File: src/rtl/dirc_pkg.sv
package dirc_pkg;

  typedef enum logic [2:0] {
    RQ_READ  = 3'd0,
    RQ_RDEX  = 3'd1,
    RQ_EXCL  = 3'd2,
    RQ_EXND  = 3'd3,
    RQ_WBACK = 3'd4
  } req_t;

  typedef enum logic {
    RP_DATA  = 1'b0,
    RP_GRANT = 1'b1
  } rep_t;

  typedef enum logic [1:0] {
    OD_FWD_RD   = 2'd0,
    OD_FWD_RDEX = 2'd1,
    OD_INVAL    = 2'd2
  } ord_t;

endpackage

File: src/rtl/dirc_dir_ram.sv
module dirc_dir_ram #(
  parameter int ENTRY_W = 14,
  parameter int LINE_W  = 6
) (
  input  logic               clk,
  input  logic               rst,
  input  logic               we,
  input  logic [LINE_W-1:0]  waddr,
  input  logic [ENTRY_W-1:0] wdata,
  input  logic               re,
  input  logic [LINE_W-1:0]  raddr,
  output logic [ENTRY_W-1:0] rdata
);
  localparam int DEPTH = 1 << LINE_W;

  logic [ENTRY_W-1:0] mem [DEPTH];

  always_ff @(posedge clk) begin
    if (we) mem[waddr] <= wdata;
    if (re) rdata <= mem[raddr];
  end

  AST_WADDR_KNOWN: assert property (@(posedge clk) disable iff (rst)
    we |-> !$isunknown(waddr));

endmodule

File: src/rtl/dirc_policy.sv
module dirc_policy
  import dirc_pkg::*;
#(
  parameter int NODES = 8,
  parameter int PROCS_PER_NODE = 4,
  parameter int ID_W = 6
) (
  input  logic             valid,
  input  logic [2:0]       rtype,
  input  logic [ID_W-1:0]  rid,
  input  logic [ID_W-1:0]  cur_own,
  input  logic [NODES-1:0] cur_vec,
  output logic             wr,
  output logic [ID_W-1:0]  nxt_own,
  output logic [NODES-1:0] nxt_vec,
  output logic             rep_v,
  output logic             rep_k,
  output logic             ord_v,
  output logic [1:0]       ord_k,
  output logic [ID_W-1:0]  ord_own,
  output logic [NODES-1:0] ord_msk
);
  localparam int NODE_W = $clog2(NODES);
  localparam int PSH    = $clog2(PROCS_PER_NODE);
  localparam logic [ID_W-1:0] MEM_OWNER = '1;

  logic             mem_own;
  logic [NODES-1:0] req_bit;
  logic [NODES-1:0] own_bit;
  logic [NODES-1:0] others;
  logic [NODES-1:0] exnd_msk;

  always_comb begin
    mem_own  = (cur_own == MEM_OWNER);
    req_bit  = NODES'(1) << rid[PSH +: NODE_W];
    own_bit  = mem_own ? '0 : (NODES'(1) << cur_own[PSH +: NODE_W]);
    others   = cur_vec & ~req_bit;
    exnd_msk = (cur_vec | own_bit) & ~req_bit;
  end

  always_comb begin
    wr      = 1'b0;
    nxt_own = cur_own;
    nxt_vec = cur_vec;
    rep_v   = 1'b0;
    rep_k   = RP_DATA;
    ord_v   = 1'b0;
    ord_k   = OD_INVAL;
    ord_own = cur_own;
    ord_msk = '0;
    if (valid) begin
      case (rtype)
        RQ_READ: begin
          wr      = 1'b1;
          nxt_vec = cur_vec | req_bit;
          if (mem_own) begin
            rep_v = 1'b1;
          end else begin
            ord_v = 1'b1;
            ord_k = OD_FWD_RD;
          end
        end
        RQ_RDEX, RQ_EXCL: begin
          wr      = 1'b1;
          nxt_own = rid;
          nxt_vec = '0;
          if (mem_own) begin
            rep_v = 1'b1;
            if (rtype == RQ_EXCL && (cur_vec & req_bit) != '0) rep_k = RP_GRANT;
            if (others != '0) begin
              ord_v   = 1'b1;
              ord_k   = OD_INVAL;
              ord_msk = others;
            end
          end else begin
            ord_v   = 1'b1;
            ord_k   = OD_FWD_RDEX;
            ord_msk = others;
          end
        end
        RQ_EXND: begin
          wr      = 1'b1;
          nxt_own = rid;
          nxt_vec = '0;
          rep_v   = 1'b1;
          rep_k   = RP_GRANT;
          if (exnd_msk != '0) begin
            ord_v   = 1'b1;
            ord_k   = OD_INVAL;
            ord_msk = exnd_msk;
          end
        end
        RQ_WBACK: begin
          if (cur_own == rid) begin
            wr      = 1'b1;
            nxt_own = MEM_OWNER;
          end
        end
        default: ;
      endcase
    end
  end

endmodule

File: src/rtl/dirc_out_stage.sv
module dirc_out_stage
  import dirc_pkg::*;
#(
  parameter int NODES = 8,
  parameter int PROCS_PER_NODE = 4,
  parameter int ID_W = 6,
  parameter int LINE_W = 6
) (
  input  logic              clk,
  input  logic              rst,
  input  logic              in_rep_v,
  input  logic              in_rep_k,
  input  logic              in_ord_v,
  input  logic [1:0]        in_ord_k,
  input  logic [ID_W-1:0]   in_ord_own,
  input  logic [NODES-1:0]  in_ord_msk,
  input  logic [ID_W-1:0]   in_id,
  input  logic [LINE_W-1:0] in_addr,
  output logic              rep_valid,
  output logic              rep_kind,
  output logic [ID_W-1:0]   rep_dest,
  output logic [LINE_W-1:0] rep_addr,
  output logic              ord_valid,
  output logic [1:0]        ord_kind,
  output logic [ID_W-1:0]   ord_owner,
  output logic [ID_W-1:0]   ord_req,
  output logic [NODES-1:0]  ord_mask,
  output logic [LINE_W-1:0] ord_addr
);
  localparam int NODE_W = $clog2(NODES);
  localparam int PSH    = $clog2(PROCS_PER_NODE);
  localparam logic [ID_W-1:0] MEM_OWNER = '1;

  always_ff @(posedge clk) begin
    if (rst) begin
      rep_valid <= 1'b0;
      rep_kind  <= 1'b0;
      rep_dest  <= '0;
      rep_addr  <= '0;
      ord_valid <= 1'b0;
      ord_kind  <= 2'd0;
      ord_owner <= '0;
      ord_req   <= '0;
      ord_mask  <= '0;
      ord_addr  <= '0;
    end else begin
      rep_valid <= in_rep_v;
      rep_kind  <= in_rep_k;
      rep_dest  <= in_id;
      rep_addr  <= in_addr;
      ord_valid <= in_ord_v;
      ord_kind  <= in_ord_k;
      ord_owner <= in_ord_own;
      ord_req   <= in_id;
      ord_mask  <= in_ord_msk;
      ord_addr  <= in_addr;
    end
  end

  AST_INVAL_MASK_OK: assert property (@(posedge clk) disable iff (rst)
    (ord_valid && ord_kind == OD_INVAL) |->
      (ord_mask != '0 && !ord_mask[ord_req[PSH +: NODE_W]]));

  AST_FWD_NO_REPLY: assert property (@(posedge clk) disable iff (rst)
    (ord_valid && ord_kind != OD_INVAL) |->
      (!rep_valid && ord_owner != MEM_OWNER));

endmodule

File: src/rtl/dirc_home.sv
module dirc_home
  import dirc_pkg::*;
#(
  parameter int NODES = 8,
  parameter int PROCS_PER_NODE = 4,
  parameter int ID_W = 6,
  parameter int LINE_W = 6
) (
  input  logic              clk,
  input  logic              rst,
  input  logic              req_valid,
  input  logic [2:0]        req_type,
  input  logic [LINE_W-1:0] req_addr,
  input  logic [ID_W-1:0]   req_id,
  output logic              rep_valid,
  output logic              rep_kind,
  output logic [ID_W-1:0]   rep_dest,
  output logic [LINE_W-1:0] rep_addr,
  output logic              ord_valid,
  output logic [1:0]        ord_kind,
  output logic [ID_W-1:0]   ord_owner,
  output logic [ID_W-1:0]   ord_req,
  output logic [NODES-1:0]  ord_mask,
  output logic [LINE_W-1:0] ord_addr
);
  localparam int ENTRY_W = ID_W + NODES;
  localparam int LINES   = 1 << LINE_W;
  localparam logic [ID_W-1:0] MEM_OWNER = '1;

  // stage 1 request registers
  logic              s1_v;
  logic [2:0]        s1_type;
  logic [LINE_W-1:0] s1_addr;
  logic [ID_W-1:0]   s1_id;

  // entry-valid flags: a cleared flag reads as memory-owned, empty vector
  logic [LINES-1:0]  line_vld;
  logic              vld_q;

  // last write, kept one cycle for the bypass
  logic              wr_v_q;
  logic [LINE_W-1:0] wr_addr_q;
  logic [ENTRY_W-1:0] wr_ent_q;

  logic [ENTRY_W-1:0] ram_rd;
  logic [ENTRY_W-1:0] cur_ent;

  logic              pol_wr;
  logic [ID_W-1:0]   pol_own;
  logic [NODES-1:0]  pol_vec;
  logic              pol_rep_v;
  logic              pol_rep_k;
  logic              pol_ord_v;
  logic [1:0]        pol_ord_k;
  logic [ID_W-1:0]   pol_ord_own;
  logic [NODES-1:0]  pol_ord_msk;

  always_ff @(posedge clk) begin
    if (rst) begin
      s1_v     <= 1'b0;
      s1_type  <= '0;
      s1_addr  <= '0;
      s1_id    <= '0;
      vld_q    <= 1'b0;
      line_vld <= '0;
      wr_v_q   <= 1'b0;
      wr_addr_q <= '0;
      wr_ent_q <= '0;
    end else begin
      s1_v     <= req_valid;
      s1_type  <= req_type;
      s1_addr  <= req_addr;
      s1_id    <= req_id;
      vld_q    <= line_vld[req_addr];
      if (pol_wr) line_vld[s1_addr] <= 1'b1;
      wr_v_q   <= pol_wr;
      wr_addr_q <= s1_addr;
      wr_ent_q <= {pol_own, pol_vec};
    end
  end

  always_comb begin
    if (wr_v_q && wr_addr_q == s1_addr) cur_ent = wr_ent_q;
    else if (vld_q)                     cur_ent = ram_rd;
    else                                cur_ent = {MEM_OWNER, {NODES{1'b0}}};
  end

  dirc_dir_ram #(
    .ENTRY_W(ENTRY_W),
    .LINE_W (LINE_W)
  ) ram_i (
    .clk  (clk),
    .rst  (rst),
    .we   (pol_wr),
    .waddr(s1_addr),
    .wdata({pol_own, pol_vec}),
    .re   (req_valid),
    .raddr(req_addr),
    .rdata(ram_rd)
  );

  dirc_policy #(
    .NODES(NODES),
    .PROCS_PER_NODE(PROCS_PER_NODE),
    .ID_W(ID_W)
  ) pol_i (
    .valid  (s1_v),
    .rtype  (s1_type),
    .rid    (s1_id),
    .cur_own(cur_ent[ENTRY_W-1 -: ID_W]),
    .cur_vec(cur_ent[NODES-1:0]),
    .wr     (pol_wr),
    .nxt_own(pol_own),
    .nxt_vec(pol_vec),
    .rep_v  (pol_rep_v),
    .rep_k  (pol_rep_k),
    .ord_v  (pol_ord_v),
    .ord_k  (pol_ord_k),
    .ord_own(pol_ord_own),
    .ord_msk(pol_ord_msk)
  );

  dirc_out_stage #(
    .NODES(NODES),
    .PROCS_PER_NODE(PROCS_PER_NODE),
    .ID_W(ID_W),
    .LINE_W(LINE_W)
  ) out_i (
    .clk       (clk),
    .rst       (rst),
    .in_rep_v  (pol_rep_v),
    .in_rep_k  (pol_rep_k),
    .in_ord_v  (pol_ord_v),
    .in_ord_k  (pol_ord_k),
    .in_ord_own(pol_ord_own),
    .in_ord_msk(pol_ord_msk),
    .in_id     (s1_id),
    .in_addr   (s1_addr),
    .rep_valid (rep_valid),
    .rep_kind  (rep_kind),
    .rep_dest  (rep_dest),
    .rep_addr  (rep_addr),
    .ord_valid (ord_valid),
    .ord_kind  (ord_kind),
    .ord_owner (ord_owner),
    .ord_req   (ord_req),
    .ord_mask  (ord_mask),
    .ord_addr  (ord_addr)
  );

  AST_OUT_NEEDS_REQ: assert property (@(posedge clk) disable iff (rst)
    (rep_valid || ord_valid) |-> $past(s1_v));

  AST_WB_SILENT: assert property (@(posedge clk) disable iff (rst)
    (s1_v && s1_type == RQ_WBACK) |=> (!rep_valid && !ord_valid));

  AST_EXND_GRANT: assert property (@(posedge clk) disable iff (rst)
    (s1_v && s1_type == RQ_EXND) |=> (rep_valid && rep_kind == RP_GRANT));

  AST_UNKNOWN_SILENT: assert property (@(posedge clk) disable iff (rst)
    (s1_v && s1_type > 3'd4) |=> (!rep_valid && !ord_valid));

endmodule

File: config.mk
export PLATFORM = sky130hd
export DESIGN_NAME = dirc_home
export DESIGN_NICKNAME = d
export VERILOG_FILES = /design/src/rtl/dirc_pkg.sv /design/src/rtl/dirc_dir_ram.sv /design/src/rtl/dirc_policy.sv /design/src/rtl/dirc_out_stage.sv /design/src/rtl/dirc_home.sv
export SDC_FILE = /design/constraint.sdc
export NUM_CORES = 1
export LEC_CHECK = 0
export ABC_AREA = 1
export CAP_MARGIN = 40
export CORE_ASPECT_RATIO = 0.5
export CORE_MARGIN = 2
export CORE_UTILIZATION = 60
export DETAILED_ROUTE_END_ITERATION = 10
export DONT_BUFFER_PORTS = 1
export GPL_ROUTABILITY_DRIVEN = 1
export HOLD_SLACK_MARGIN = 0.12
export PLACE_DENSITY = 0.75
export RECOVER_POWER = 100
export SYNTH_ARGS = -nofsm -noshare
export SYNTH_HDL_FRONTEND = slang
export SYNTH_SLANG_ARGS = --single-unit
File: constraint.sdc
create_clock -name clk -period 9.3 [get_ports clk]
set_input_delay 1.395 -clock clk [delete_from_list [all_inputs] [get_ports clk]]
set_output_delay 1.395 -clock clk [all_outputs]
set_load 0.01 [all_outputs]
==> Word-level counts from Yosys, hierarchy flattened <==
Memory sizes are Yosys's and may differ from the RTL's. A register that Yosys moved wholly into a read port is not among the register bits.
Cells that the tools add are included.
W data, S select, Z words.
{ "op_classes": {"n_addsub": 0, "multipliers": 0, "div": 0, "n_lt_le_gt_ge": 3, "eq_ne": 7, "shift": 2, "n_mux": 35, "bitwise": 8, "n_reduce_logical": 12} }
{ "ops": {"columns": ["cell", "count"], "rows": [
  ["$or A64 B64 Y64", 1],
  ["$mux W8", 5],
  ["$pmux W8 S2", 2],
  ["$mux W14", 2],
  ["$and A8 B8 Y8", 3],
  ["$reduce_bool A8 Y1", 3],
  ["$or A8 B8 Y8", 2],
  ["$shl A1 B3 Y8 const A", 2],
  ["$lt A6 B7 Y1 const B", 2],
  ["$mux W1", 13],
  ["$eq A6 B6 Y1", 2],
  ["$mux W6", 2],
  ["$pmux W6 S2", 1],
  ["$not A8 Y8", 1],
  ["$bmux W1 S6", 1],
  ["$demux W1 S6", 1],
  ["$eq A3 B2 Y1 const B", 2],
  ["$eq A6 B6 Y1 const B", 1],
  ["$ge A6 B1 Y1 const B", 1],
  ["$mux W2", 3],
  ["$pmux W1 S2", 3],
  ["$reduce_or A3 Y1", 2],
  ["$pmux W2 S2", 1],
  ["$reduce_or A2 Y1", 2],
  ["7 further kinds", 9]
]} }
{ "word_totals": {"register_bits": 127, "latchBits": 0, "ramBits": 896, "mem_bits_ro": 0, "in_bits": 18, "output_inout_bits": 43, "word_cells": 85, "n_memories": 1} }
{ "mem_list": {"columns": ["memory", "words", "width", "read_ports", "rd_ports_with_merged_regs", "write_ports", "line", "text"], "rows": [
  ["ram_i.mem", 64, 14, 1, 1, 1, "dirc_dir_ram.sv:16", "logic [ENTRY_W-1:0] mem [DEPTH];"]
]} }

==> Longest topological paths before layout <==
{ "depth": {"word_depth": 10, "mapped_depth": 20} }

==> Hierarchy <==
Synthesis repeated with hierarchy kept, for this count alone.
{ "unflattened": {"hier_cells": 3930, "hier_area_um2": 43197.7} }
{ "modules_own_cells": {"columns": ["module", "n_inst", "cells_each", "area_each_um2", "seq_area_each_um2"], "rows": [
  ["dirc_dir_ram", 1, 3088, 37045.5, 27326.2],
  ["dirc_home", 1, 551, 4182.8, 2042.0],
  ["dirc_policy", 1, 183, 992.2, 0.0],
  ["dirc_out_stage", 1, 108, 977.2, 620.6]
]} }

==> Worst setup path before layout <==
No wires, ideal clock.
{ "synth_timing": {"kind": "register -> register", "startpoint": "register s1_addr[3]", "endpoint": "memory ram_i.mem[0][0], enable pin", "setup_ns": 0.403, "arrival_ns": 2.780, "t_required_ns": 8.897, "path_slack_ns": 6.117, "path_stages_with_launch": 17, "synth_period_minus_slack_ns": 3.183, "path_cell_list": "dfxtp_1 buf_2 inv_2 nand2_1 inv_1 nor2_1 nand2_4 o21ai_4 nand2_4 nand2_1 nand2_1 nor2_2 nand4_2 nand2_4 buf_6 inv_2 nor3_1"} }
{ "synth_via": {"elab_chain_len": 9} }
{ "synth_lines": {"columns": ["item", "line", "text"], "rows": [
  ["start: declaration", "dirc_home.sv:33", "logic [LINE_W-1:0] s1_addr;"],
  ["start signal: assignment", "dirc_home.sv:72", "s1_addr <= req_addr;"],
  ["$eq A6 B6 Y1", "dirc_home.sv:83", "if (wr_v_q && wr_addr_q == s1_addr) cur_ent = wr_ent_q;"],
  ["$logic_and A1 B1 Y1", "dirc_home.sv:83", null],
  ["$mux W14", "dirc_home.sv:83", null],
  ["$eq A6 B6 Y1", "dirc_policy.sv:94", "if (cur_own == rid) begin"],
  ["$mux W1", "dirc_policy.sv:94", null],
  ["$pmux W1 S2", "dirc_policy.sv:52", "case (rtype)"],
  ["$mux W1", "dirc_policy.sv:51", "if (valid) begin"],
  ["$mux W1", "dirc_dir_ram.sv:19", "if (we) mem[waddr] <= wdata;"],
  ["$mux W1 (implied by the code)", "dirc_dir_ram.sv:19", null],
  ["end: declaration", "dirc_dir_ram.sv:16", null]
]} }
Several ways; a longest one is shown, not always the timed one.

==> Worst setup path after layout <==
{ "layout_timing": {"startpoint": "register s1_addr[3]", "endpoint": "memory ram_i.mem[19][1], enable pin"} }
The elaborated chain is that of the path after synthesis.

==> impl_metrics.csv <==
group,metric,value,unit
layout,syn2layout_area_growth,7.60,%
yosys,synth.top_cells.by_area,"edfxtp_1 66%, o21ai_0 7.4%, nor2_1 6.8%, dfxtp_1 6.1%, o22ai_1 3.7%",
timing,finalCritPeriodShare,69.0,%
yosys,netlist_area,41600,sq um
timing,final.setup.tns,0,ns
layout,drive_gt1_share,4.78,%
grt,grt_usage,31.4,%
floorplanning,num_io_pins,61,
timing,drv_slew,1057,
worst_setup_path,worstSetupPathType,"register to register",
yosys,synthDistinctLibCells,34,
clock_network,clkLatencyLatePin,0.67,ns
drt,dr.first_iter.drc_count,4720,
worst_setup_path,rr_startpoint,"s1_addr[3]",
drt,vias,28638,
drt,post_drt_wl_per_cell,25.4,microns
worst_setup_path,crit_slowest_cell,"nand2_1",
power,p_leak,14.9,nW
grt,grt_pass1_wl,167000,microns
power,power_density,209,nW/um^2
clock_network,post_cts_resized,0,
yosys,synthFlopType,"edfxtp_1",
layout,fin_util,65.1,%
worst_setup_path,cp_max_fo,70,
timing,hold_viol,0,
worst_setup_path,cp_num_cells,15,
yosys,synth.ff_latch_count,1037,
yosys,yosys_warnings,0,
worst_setup_path,end_kind,"register",
timing,skew,0.0415,ns
yosys,yosysMostFrequentCell,"edfxtp_1",
layout,fillers,5012,
floorplanning,start_util,60.5,%
yosys,synth_top_area_share,65.7,%
worst_setup_path,path_buf_inv,3,
clock_network,clk_pin_slew,0.07,ns
worst_hold_path,hold_path_class,"register to register",
place,pre_cts_ws,4.65,ns
place,gp_congestion,0.894,
clock_network,htree_levels,3,
timing,finalSetupViolations,0,
grt,overflow,0,
flow_run,max-cap-violations,18,
yosys,synthTopCellsByCount,"910 x edfxtp_1, 758 x nor2_1, 618 x o21ai_0",
floorplanning,num_rows,68,
drt,vias_per_cell,6.44,
grt,grt_pass1_vias,26244,
timing,fin_crit,6.42,ns
clock_network,tritoncts,"built",
drt,drt_wl_total,113000,microns
timing,worstMarginPinSlew,3.67,ns
timing,slew_headroom,-145,%
layout,nets,3488,
clock_network,cts-root-buf,"clkbuf_16",
clock_network,clock-sinks,1037,
worst_setup_path,endpoint,"ram_i.mem[19][1]",
floorplanning,die_area,71600,sq um
yosys,yosysTopAreaCell,"edfxtp_1",
timing,max_clock_freq,156,MHz
clock_network,cts_setup_buffers,0,
worst_setup_path,path_common_cell,"nand2_1",
worst_setup_path,crit_family,"simple AND/OR/NAND/NOR gates",
worst_setup_path,r2r_slack,2.88,ns
floorplanning,placeableCoreArea,68700,sq um
floorplanning,chipWidth,376,microns
clock_network,ctsHoldBuffers,0,
layout,stdcell_area,44800,sq um
status,status,"finished, violations left",
worst_setup_path,crit_arrival,6.71,ns
place,hpwl,62700,microns
worst_setup_path,crit_required,9.59,ns
place,port_buffers,0,
grt,antenna_found_initial,4,
worst_setup_path,slowest_delay,1.67,ns
drt,antenna_left,0,
yosys,synth_cells,3577,
worst_setup_path,r2r-end,"ram_i.mem[19][1]",
place,place_area,42100,sq um
worst_setup_path,crit_start,"s1_addr[3]",
yosys,ys_seq_area_share,71.8,%
power,irDropWorstVdd,0.171,mV
floorplanning,fp.dieH,190,microns
worst_setup_path,cp-start-kind,"register",
timing,worst_slack,2.88,ns
yosys,synth.avg_cell_area,11.6,sq um
worst_setup_path,path_cells,"inv_1 > nand2_1 > inv_1 > nor2_1 > nand2_4 > nor2_1 > nand2_1 > nand3_1 > nand2_1 > nor2_1 > nand4_2 > nand2_1 > nand2_1 > nor2_1 > clkbuf_1",
yosys,async_flop_share,0,%
timing,rsz0062_at_grt,"no",
yosys,syn-num-nets,3595,
grt,grt_max_degree,472,
worst_setup_path,ff2ff_path_depth,15,
yosys,synth-edff-count,910,
clock_network,cts_buffers,87,
status,violations,"max-capacitance violations, max-slew violations",
drt,firstDrtPassIters,6,
drt,drc,0,
clock_network,cts_buffer_depth,3,
-- worst min-delay path by stage --
stage	from	endpoint	slack, ns	depth (start not counted)
after global routing	line_vld[57]	line_vld[57]	0.47	2
after global placement	line_vld[58]	line_vld[58]	0.43	2
after detailed placement	line_vld[57]	line_vld[57]	0.44	2
after CTS	line_vld[57]	line_vld[57]	0.45	2
final	line_vld[51]	line_vld[51]	0.45	2
after floorplan	line_vld[58]	line_vld[58]	0.43	2
-- kinds of logic (layout without fill, tap and decap cells) --
kind of cell,Yosys count,in the layout,share of synthesized area (%)
simple gates,1083,1083,10.3
flops,1037,1037,71.8
compound gates,1025,1025,13.7
buf+inv,432,393,4.17
other cells,0,1,0
-- registers in the layout, summed over array words and instances, names as in the netlist --
name and count:
s1_addr 6, s1_type 3, wr_v_q 1, vld_q 1, out_i.rep_kind 1, out_i.ord_kind 2
out_i.ord_mask 8, out_i.rep_addr 6, ram_i.mem 896, wr_ent_q 14, out_i.rep_valid 1, out_i.ord_owner 6
ram_i.rdata 14, s1_v 1, out_i.rep_dest 6, line_vld 64, out_i.ord_valid 1, s1_id 6
-- worst min-delay path, cell delays in order (launching register included) --
cell	delay, ns
dfxtp_1	0.30
inv_1	0.05
a21oi_1	0.05
-- final cells by class --
cell class | count | area (sq um) | share of cell area [%]
Multi-Input combinational cell | 2108 | 9970 | 22.3
Sequential cell | 1037 | 29900 | 66.7
Clock inverter | 36 | 330 | 0.738
Tap cell | 910 | 1140 | 2.54
Clock buffer | 121 | 2430 | 5.43
Antenna cell | 1 | 2.50 | 0.00559
Inverter | 183 | 701 | 1.57
Timing Repair Buffer | 53 | 315 | 0.705
-- metal layers --
layer	share of wire, %	GRT usage, %	vias up
li1	-	-	12644
met1	39	45.7	13737
met2	44	46.8	2000
met3	14	7.83	255
met4	3.3	10.3	2
met5	0.0080	0	-
-- stage by stage --
step                power, W  hold slack [ns]  instances
floorplan            0.00564            0.427       3577
global placement     0.00579            0.430       4284
detailed placement   0.00580            0.436       4291
CTS                  0.00933            0.448       4448
global route         0.00958            0.466       4448
finish               0.00935            0.451       4449
-- cell usage in the layout, fill, tap and decap left out, types with 2 or more instances in the layout --
master      synthesis  layout
inv_1             152     168
o221ai_1           35      35
nor3_1             25      24
inv_2              29       6
buf_4              14      26
dfxtp_1           127     127
buf_2               7       2
o21bai_1            5       5
clkbuf_16           0      90
nand4_1             2       2
nand2_1           190     188
clkinv_1            2      24
o311ai_0            5       5
inv_6               0       3
clkinv_2            0       8
o31ai_1             2       2
clkbuf_8            0       6
nand2_2             3       7
clkinvlp_2          0       2
nand3_1            94      94
a21oi_1            83      83
nor2_2              5       4
o211ai_1           17      17
bufinv_16           0       6
o21ai_0           618     622
clkbuf_1          214      49
nor2_1            758     760
o22ai_1           243     243
o32ai_1             9       9
edfxtp_1          910     910
-- where the power goes --
| part | total (W) | switching, W | leakage [nW] | internal (W) |
|---|---|---|---|---|
| sequential | 0.00518 | 0.0000280 | 9.34 | 0.00515 |
| combinational | 0.000554 | 0.000424 | 4.23 | 0.000130 |
| clock | 0.00362 | 0.00163 | 1.34 | 0.00199 |
Note: power is estimated with default switching activity, not from simulation.
